[src/rtl/uart_reg_pkg.sv]
// Package: register offsets and field positions shared by the register front end.
package uart_reg_pkg;
    localparam int ADDR_W = 6;
    localparam logic [ADDR_W-1:0] OFS_CTRL = 6'h00;
    localparam logic [ADDR_W-1:0] OFS_MODE = 6'h04;
    localparam logic [ADDR_W-1:0] OFS_BGEN = 6'h18;
    localparam logic [ADDR_W-1:0] OFS_STS  = 6'h2C;
    localparam logic [ADDR_W-1:0] OFS_DATA = 6'h30;
    localparam logic [ADDR_W-1:0] OFS_BDIV = 6'h34;

    // control bit positions
    localparam int C_RXRST = 0;
    localparam int C_TXRST = 1;
    localparam int C_RXON  = 2;
    localparam int C_RXOFF = 3;
    localparam int C_TXON  = 4;
    localparam int C_TXOFF = 5;
    localparam int C_TOUT  = 6;
    localparam int C_BRKON = 7;
    localparam int C_BRKOFF = 8;

    // status bit positions
    localparam int S_RXEMP = 1;
    localparam int S_RXFUL = 2;
    localparam int S_TXEMP = 3;
    localparam int S_TXFUL = 4;
endpackage

[src/rtl/uart_byte_fifo.sv]
// Synchronous FIFO with flush. Assumes DEPTH is a power of two.
// A push into a full FIFO is accepted only when a pop happens in the same cycle.
// Flush has priority over push and pop.
module uart_byte_fifo #(
    parameter int DEPTH = 16,
    parameter int W     = 8
) (
    input  logic         clk,
    input  logic         rst_n,
    input  logic         flush,
    input  logic         push,
    input  logic [W-1:0] din,
    input  logic         pop,
    output logic [W-1:0] dout,
    output logic         empty,
    output logic         full
);
    localparam int PW = $clog2(DEPTH);
    localparam int CW = PW + 1;

    logic [W-1:0]  mem [DEPTH];
    logic [PW-1:0] rd_ptr, wr_ptr;
    logic [CW-1:0] cnt;
    logic          do_pop, do_push;

    assign empty   = (cnt == '0);
    assign full    = (cnt == CW'(DEPTH));
    assign do_pop  = pop && !empty;
    assign do_push = push && (!full || do_pop);
    assign dout    = mem[rd_ptr];

    // storage write
    always_ff @(posedge clk) begin
        if (do_push && !flush) mem[wr_ptr] <= din;
    end

    // pointer and occupancy tracking
    always_ff @(posedge clk) begin
        if (!rst_n || flush) begin
            rd_ptr <= '0;
            wr_ptr <= '0;
            cnt    <= '0;
        end else begin
            if (do_push) wr_ptr <= wr_ptr + 1'b1;
            if (do_pop)  rd_ptr <= rd_ptr + 1'b1;
            cnt <= cnt + CW'(do_push) - CW'(do_pop);
        end
    end

    AST_NO_OVERFLOW: assert property (@(posedge clk) disable iff (!rst_n)
        cnt <= CW'(DEPTH)) else $error("fifo overflow");
    AST_EMPTY_POP_KEEPS: assert property (@(posedge clk) disable iff (!rst_n)
        (pop && empty && !push) |=> empty) else $error("pop on empty changed fifo");
endmodule

[src/rtl/uart_rst_timer.sv]
// Self-clearing reset stretcher: once started, busy stays high for CYC cycles.
// Assumes CYC >= 1. A new start reloads the count.
module uart_rst_timer #(
    parameter int CYC = 4
) (
    input  logic clk,
    input  logic rst_n,
    input  logic start,
    output logic busy
);
    localparam int CW = $clog2(CYC + 1);
    logic [CW-1:0] cnt;

    assign busy = (cnt != '0);

    // reload on start, count down to zero otherwise
    always_ff @(posedge clk) begin
        if (!rst_n)     cnt <= '0;
        else if (start) cnt <= CW'(CYC);
        else if (busy)  cnt <= cnt - 1'b1;
    end

    AST_START_BUSY: assert property (@(posedge clk) disable iff (!rst_n)
        start |=> busy) else $error("reset not raised");
endmodule

[src/rtl/uart_regfile.sv]
// UART register front end: bus decode, set/clear control bits, self-clearing
// path resets, configuration registers and two byte FIFOs toward the engines.
// Assumes aligned word accesses; bus_rdata is combinational in the access cycle.
module uart_regfile
    import uart_reg_pkg::*;
#(
    parameter int FIFO_DEPTH = 16,
    parameter int RST_CYC    = 4,
    parameter int MODE_W     = 10,
    parameter int GEN_W      = 16,
    parameter int DIV_W      = 8
) (
    input  logic              clk,
    input  logic              rst_n,
    input  logic              bus_sel,
    input  logic              bus_wr,
    input  logic [ADDR_W-1:0] bus_addr,
    input  logic [31:0]       bus_wdata,
    output logic [31:0]       bus_rdata,
    output logic              rx_enable,
    output logic              tx_enable,
    output logic              rx_path_rst,
    output logic              tx_path_rst,
    output logic              rx_to_restart,
    output logic              brk_active,
    output logic [MODE_W-1:0] mode_cfg,
    output logic [GEN_W-1:0]  baud_gen,
    output logic [DIV_W-1:0]  baud_div,
    output logic [7:0]        tx_head,
    output logic              tx_ready,
    input  logic              tx_pop,
    input  logic              rx_push,
    input  logic [7:0]        rx_byte
);
    logic wr_ctrl, wr_data, rd_data;
    logic rx_empty, rx_full, tx_empty, tx_full;
    logic [7:0] rx_head;

    assign wr_ctrl = bus_sel && bus_wr && (bus_addr == OFS_CTRL);
    assign wr_data = bus_sel && bus_wr && (bus_addr == OFS_DATA);
    assign rd_data = bus_sel && !bus_wr && (bus_addr == OFS_DATA);

    // enable, break and timeout-restart control; the clearing bit wins
    always_ff @(posedge clk) begin
        if (!rst_n) begin
            rx_enable     <= 1'b0;
            tx_enable     <= 1'b0;
            brk_active    <= 1'b0;
            rx_to_restart <= 1'b0;
        end else begin
            rx_to_restart <= wr_ctrl && bus_wdata[C_TOUT];
            if (wr_ctrl) begin
                if (bus_wdata[C_RXOFF])      rx_enable <= 1'b0;
                else if (bus_wdata[C_RXON])  rx_enable <= 1'b1;
                if (bus_wdata[C_TXOFF])      tx_enable <= 1'b0;
                else if (bus_wdata[C_TXON])  tx_enable <= 1'b1;
                if (bus_wdata[C_BRKOFF])     brk_active <= 1'b0;
                else if (bus_wdata[C_BRKON]) brk_active <= 1'b1;
            end
        end
    end

    // configuration registers
    always_ff @(posedge clk) begin
        if (!rst_n) begin
            mode_cfg <= '0;
            baud_gen <= '0;
            baud_div <= '0;
        end else if (bus_sel && bus_wr) begin
            if (bus_addr == OFS_MODE) mode_cfg <= bus_wdata[MODE_W-1:0];
            if (bus_addr == OFS_BGEN) baud_gen <= bus_wdata[GEN_W-1:0];
            if (bus_addr == OFS_BDIV) baud_div <= bus_wdata[DIV_W-1:0];
        end
    end

    uart_rst_timer #(.CYC(RST_CYC)) u_rx_rst (
        .clk(clk), .rst_n(rst_n),
        .start(wr_ctrl && bus_wdata[C_RXRST]), .busy(rx_path_rst));

    uart_rst_timer #(.CYC(RST_CYC)) u_tx_rst (
        .clk(clk), .rst_n(rst_n),
        .start(wr_ctrl && bus_wdata[C_TXRST]), .busy(tx_path_rst));

    uart_byte_fifo #(.DEPTH(FIFO_DEPTH), .W(8)) u_tx_fifo (
        .clk(clk), .rst_n(rst_n), .flush(tx_path_rst),
        .push(wr_data && !tx_path_rst), .din(bus_wdata[7:0]),
        .pop(tx_pop), .dout(tx_head), .empty(tx_empty), .full(tx_full));

    uart_byte_fifo #(.DEPTH(FIFO_DEPTH), .W(8)) u_rx_fifo (
        .clk(clk), .rst_n(rst_n), .flush(rx_path_rst),
        .push(rx_push && !rx_path_rst), .din(rx_byte),
        .pop(rd_data), .dout(rx_head), .empty(rx_empty), .full(rx_full));

    assign tx_ready = !tx_empty;

    // read multiplexer
    always_comb begin
        bus_rdata = '0;
        if (bus_sel && !bus_wr) begin
            unique case (bus_addr)
                OFS_CTRL: begin
                    bus_rdata[C_RXRST] = rx_path_rst;
                    bus_rdata[C_TXRST] = tx_path_rst;
                    bus_rdata[C_RXON]  = rx_enable;
                    bus_rdata[C_TXON]  = tx_enable;
                    bus_rdata[C_BRKON] = brk_active;
                end
                OFS_MODE: bus_rdata[MODE_W-1:0] = mode_cfg;
                OFS_BGEN: bus_rdata[GEN_W-1:0]  = baud_gen;
                OFS_BDIV: bus_rdata[DIV_W-1:0]  = baud_div;
                OFS_STS: begin
                    bus_rdata[S_RXEMP] = rx_empty;
                    bus_rdata[S_RXFUL] = rx_full;
                    bus_rdata[S_TXEMP] = tx_empty;
                    bus_rdata[S_TXFUL] = tx_full;
                end
                OFS_DATA: bus_rdata[7:0] = rx_empty ? 8'h00 : rx_head;
                default:  bus_rdata = '0;
            endcase
        end
    end

    AST_RX_OFF_WINS: assert property (@(posedge clk) disable iff (!rst_n)
        (wr_ctrl && bus_wdata[C_RXOFF]) |=> !rx_enable) else $error("rx off lost");
    AST_TX_OFF_WINS: assert property (@(posedge clk) disable iff (!rst_n)
        (wr_ctrl && bus_wdata[C_TXOFF]) |=> !tx_enable) else $error("tx off lost");
    AST_BRK_STOP_WINS: assert property (@(posedge clk) disable iff (!rst_n)
        (wr_ctrl && bus_wdata[C_BRKOFF]) |=> !brk_active) else $error("break stop lost");
    AST_RX_FLUSH: assert property (@(posedge clk) disable iff (!rst_n)
        rx_path_rst |=> rx_empty) else $error("rx not flushed");
    AST_TX_FLUSH: assert property (@(posedge clk) disable iff (!rst_n)
        tx_path_rst |=> tx_empty) else $error("tx not flushed");
    AST_EMPTY_READ_ZERO: assert property (@(posedge clk) disable iff (!rst_n)
        (rd_data && rx_empty) |-> (bus_rdata == 32'h0)) else $error("empty read nonzero");
    AST_TOUT_PULSE: assert property (@(posedge clk) disable iff (!rst_n)
        (rx_to_restart && !(wr_ctrl && bus_wdata[C_TOUT])) |=> !rx_to_restart)
        else $error("timeout pulse stuck");
endmodule

[config.mk]
export PLATFORM = sky130hd
export DESIGN_NAME = uart_regfile
export DESIGN_NICKNAME = d
export VERILOG_FILES = /design/src/rtl/uart_reg_pkg.sv /design/src/rtl/uart_byte_fifo.sv /design/src/rtl/uart_rst_timer.sv /design/src/rtl/uart_regfile.sv
export SDC_FILE = /design/constraint.sdc
export NUM_CORES = 1
export LEC_CHECK = 0
export ABC_AREA = 1
export BUFFER_PORTS_ARGS = -buffer_cell sky130_fd_sc_hd__buf_4
export CAP_MARGIN = 15
export CORE_ASPECT_RATIO = 0.7
export CORE_MARGIN = 2
export CORE_UTILIZATION = 50
export CTS_CLUSTER_DIAMETER = 60
export DETAILED_ROUTE_END_ITERATION = 7
export PLACE_DENSITY = 0.73
export SLEW_MARGIN = 10
export SYNTH_ARGS = -nofsm -noshare
export SYNTH_HDL_FRONTEND = slang
export SYNTH_SLANG_ARGS = --single-unit
[constraint.sdc]
create_clock -name clk -period 7.7 [get_ports clk]
set_input_delay 1.155 -clock clk [delete_from_list [all_inputs] [get_ports clk]]
set_output_delay 1.155 -clock clk [all_outputs]
set_load 0.01 [all_outputs]
; Yosys cells after proc, flatten, opt, wreduce, memory -nomap -nowiden
; Memories as Yosys holds them, arrays and structs flattened. A register that Yosys moved wholly into a read port is not among the register bits.
; Index checks and enable logic that the tools add are counted.
[op_classes]
addsub = 10
bitwise_logic = 1
eq_ne = 7
n_reduce_logical = 46
n_mux = 28
[ops]
columns = op, count
row1 = $eq A6 B6 Y1 const B, 3
row2 = $add A4 B1 Y4 const B, 4
row3 = $logic_and A1 B1 Y1, 16
row4 = $mux W16, 1
row5 = $mux W4, 4
row6 = $pmux W1 S5, 3
row7 = $mux W3, 4
row8 = $pmux W2 S6, 1
row9 = $reduce_and A2 Y1, 6
row10 = $add A5 B1 Y5, 2
row11 = $eq A5 B5 Y1 const B, 2
row12 = $logic_not A5 Y1, 2
row13 = $mux W1, 10
row14 = $reduce_bool A2 Y1, 5
row15 = $sub A5 B1 Y5, 2
row16 = $logic_not A1 Y1, 8
row17 = $mux W8, 1
row18 = $pmux W2 S4, 1
row19 = $eq A6 B3 Y1 const B, 1
row20 = $eq A6 B5 Y1 const B, 1
row21 = $logic_not A6 Y1, 1
row22 = $mux W6, 1
row23 = $pmux W1 S6, 1
row24 = $reduce_bool A3 Y1, 2
row25 = other kinds (5), 10
[word_totals]
mem_count = 2
regBits = 70
mem_bits_rw = 256
wordCells = 111
out_inout_bits = 81
in_bits = 52
[memory_table]
columns = name, words, word_bits, rd, rd_clocked_by_memory_dff, wr, line
row1 = u_rx_fifo.mem, 16, 8, 1, 1, 1, uart_byte_fifo.sv:21  ; logic [W-1:0] mem [DEPTH];
row2 = u_tx_fifo.mem, 16, 8, 1, 1, 1, uart_byte_fifo.sv:21

; Longest topological paths before layout
[logic_depth]
depth_word = 9
mapped_depth = 16
mapped_depth_nobuf = 16

; Modules after synthesis
; A second synthesis with hierarchy kept.
[hier_totals]
hier_cells = 1684
area_unflattened_um2 = 15551.2
[modules_own_cells]
columns = mod, n_inst, seq_area_each_um2, cells_each, area_each_um2
row1 = uart_byte_fifo at u_rx_fifo, 1, 4184.0, 653, 6543.8
row2 = uart_byte_fifo at u_tx_fifo, 1, 4184.0, 653, 6483.7
row3 = uart_regfile, 1, 760.7, 324, 2165.8
row4 = uart_rst_timer, 2, 60.1, 27, 178.9

; Worst setup path after synthesis
; Ideal clock, no wire load.
[synth_path]
path_kind = input to output
start = input bus_addr[1]
end = output bus_rdata[0]
path_buffers = 0
required_time_ns = 6.545
cell_stages = 7
setup_slack_ns = 4.441
t_arrival_ns = 2.104
cell_sequence = nor2_4 -> nand2_2 -> nor3_4 -> nand2_1 -> nand2_1 -> nor2_1 -> a21oi_1
[synth_via]
elab_chain_cells = 3
word_cells_on_any_way = 7
cone_classes = eq/ne: 4 / mux: 2 / reduce/logical: 1
[synth_rtl]
columns = item, line
row1 = start: declaration, uart_regfile.sv:17  ; input logic [ADDR_W-1:0] bus_addr,
row2 = "$eq A6 B6 Y1, or another cell as far along", uart_regfile.sv:100  ; unique case (bus_addr)
row3 = $pmux W1 S5 (*), uart_regfile.sv:100
row4 = $mux W16 (*), uart_regfile.sv:99  ; if (bus_sel && !bus_wr) begin
row5 = end: declaration, uart_regfile.sv:19  ; output logic [31:0] bus_rdata,
; Mark *: on every way between the ends. The rest lies on a longest branch, timed or not.

==> qor.yml <==
run_status:
  status: "complete, no violations"
power_and_ir_drop:
  p_sw_share_pct: 27.81
  p_int_mw: 3.197
  vdd.ir_drop.worst_mv: 0.1591
  powerDensity_nw_per_um2: 266.1
  total_power_mw: 4.429
  p_switching_mw: 1.231
  p_clk_share_pct: 37.3
  p_comb_share_pct: 16.9
  p_seq_share_pct: 45.8
  p_leak_nw: 6.624
floorplanning:
  core_um2: 28760
  die_area_um2: 30440
  core.rowCount: 52
  ios: 133
  die_w_um: 207.7
  die_y_um: 146.6
  initial_core_util_pct: 50.48
drt:
  first_pass_iters: 5
  vias: 10640
  post_drt_wl_per_cell_um: 19.18
  drcViolationCount: 0
  routed_wirelength_um: 37140
  drt-vias-per-instance: 5.494
  drt-initial-drc-count: 1087
  postRouteAntennaNets: 0
hold_path:
  hp-class: "reg -> reg"
clock_tree:
  cts-root-buf: "clkbuf_16"
  postCtsHoldBufs: 0
  cts_sinks: 334
  clock_path_buffers: 3
  cts_tree: "yes"
  cts.htree.levels: 2
  cts_setup_buffers: 0
  clk_pin_slew_ns: 0.06
  numCtsBuffers: 34
  post_cts_resize_count: 0
  clock_insertion_delay_worst_skew_ns: 0.53
critical_path:
  critPathCaptureType: "output port"
  crit_type: "reg -> out"
  arrival_ns: 3.27
  required_ns: 6.55
  worst-path-max-fanout: 65
  start_kind: "register"
finish:
  post-route-cell-area_um2: 16640
  fin_nets: 1614
  area_growth_pct: 14.65
  drive_gt1_share_pct: 11.94
  num-fill-cells: 2381
grt:
  first_global_vias: 9965
  grt_pass1_wl_um: 56600
  grt_max_degree: 66
  overflow: 0
  grt_use_total_pct: 24.29
  antenna_found_initial: 1
sta:
  setup_viol: 0
  fin_skew_ns: 0.03480
  slew_headroom_pct: 25.87
  hold_violations: 0
  layout_setup_ws_ns: 3.272
  fin_crit_ns: 4.428
  slew_violations: 0
  holdWs_ns: 0.4700
  fmax_mhz: 225.8
  setup_tns_ns: 0
  period_share_pct: 57.51
  rsz0062_at_grt: "false"
  worstMarginPinSlew_ns: 1.112
logic_synthesis:
  async_flop_share_pct: 0
  syn_area_um2: 14520
  synth-edff-count: 256
  synth_cell_types: 35
  yosysTopAreaCellShare_pct: 52.95
  synth_most_common_cell: "nand2_1"
  ys_ff_latch: 334
  synth_ff_type: "edfxtp_1"
  syn_avg_cell_area_um2: 10.03
  synth.area.top_cells: "edfxtp_1, dfxtp_1, nand2_1"
  ys_seq_area_share_pct: 63.71
  yosysTopAreaCell: "edfxtp_1"
  yosysWarnings: 0
  synthCells: 1447
  synthTopCellsByCount: "nand2_1, edfxtp_1, nor2_1, inv_1, nand3_1"
place:
  dp_worst_setup_slack_ns: 3.619
  dp_hpwl_um: 24380
  finalWeightedCongestion: 0.9917
  postPlaceCellArea_um2: 15490
  port_buffers: 100
run:
  cap_violations: 0
-- final timing paths --
path | start | endpoint | slack, ns | cells past startpoint
worst min-delay path | u_tx_fifo.rd_ptr[3] | register | 0.47 | 2
worst max-delay path | register | bus_rdata[3] | 3.27 | 10
worst min register to register | u_tx_fifo.rd_ptr[3] | register | 0.47 | 2
worst max register to register | u_tx_rst.cnt[0] | u_tx_fifo.cnt[4] | 4.72 | 14
-- flip-flops by register name, summed over array words and instances (netlist names), 5 cells and up, named ones only --
signal and cells:
mode_cfg 10, u_tx_fifo.mem 128, u_rx_fifo.cnt 5, baud_gen 16, u_rx_fifo.mem 128, baud_div 8
u_tx_fifo.cnt 5
-- critical path, stage by stage (launching register included) --
cell     delay [ns]
dfxtp_2        0.31
buf_4          0.56
inv_2          0.64
nand2_1        0.22
nand3_1        0.11
nand3_1        0.20
nand3_1        0.14
nand2_1        0.11
nand2_1        0.06
a21oi_1        0.20
buf_4          0.15
-- routing by layer --
| layer | global-route usage [%] | share of wire [%] | vias up |
|---|---|---|---|
| li1 | - | - | 5013 |
| met1 | 37.26 | 45 | 5054 |
| met2 | 34.45 | 42 | 499 |
| met3 | 4.539 | 9.4 | 75 |
| met4 | 8.652 | 3.4 | 0 |
| met5 | 0 | 0 | - |
-- cells in the final DEF, fill, tap and decap left out, types with 7 or more instances in the layout --
master	n
xor2_1	7
dfxtp_1	76
clkbuf_16	35
a21oi_1	52
nand2_1	272
o21ai_0	120
nand3_1	122
conb_1	16
inv_1	169
edfxtp_1	256
buf_4	105
o22ai_1	7
o211ai_1	7
o221ai_1	25
ha_1	27
nor2_1	190
-- final cells by class --
cell class | count | area, µm² | area share, %
Antenna cell | 1 | 2.502 | 0.01503
Timing Repair Buffer | 106 | 815.8 | 4.901
Clock buffer | 46 | 977.2 | 5.871
Inverter | 177 | 669.4 | 4.022
Multi-Input combinational cell | 880 | 4319 | 25.95
Tap cell | 378 | 473.0 | 2.841
Clock inverter | 15 | 136.4 | 0.8194
Sequential cell | 334 | 9251 | 55.58
-- logic make-up after synthesis --
family	synth area share (%)
and+or+nand+nor	17.93
AOI/OAI and AO/OA	8.256
adders and majority gates	2.603
buffers and inverters	6.998
xor gates and xnor gates	0.4827
DFF	63.71
other	0.02583
-- power groups by stage --
stage	Clock [mW]	Combinational [mW]	Sequential, mW
after floorplan	0	0.486	2.06
after global placement	0	0.703	2.06
after detailed placement	0	0.732	2.07
after CTS	1.66	0.740	2.03
after global routing	1.74	0.835	2.03
final	1.65	0.748	2.03
-- through the flow --
stage	cells	util (%)
floorplan	1462	-
global placement	1874	53.87
detailed placement	1874	53.87
CTS	1935	57.74
global route	1937	57.88
finish	1937	57.88
(Power assumes the default switching activity.)
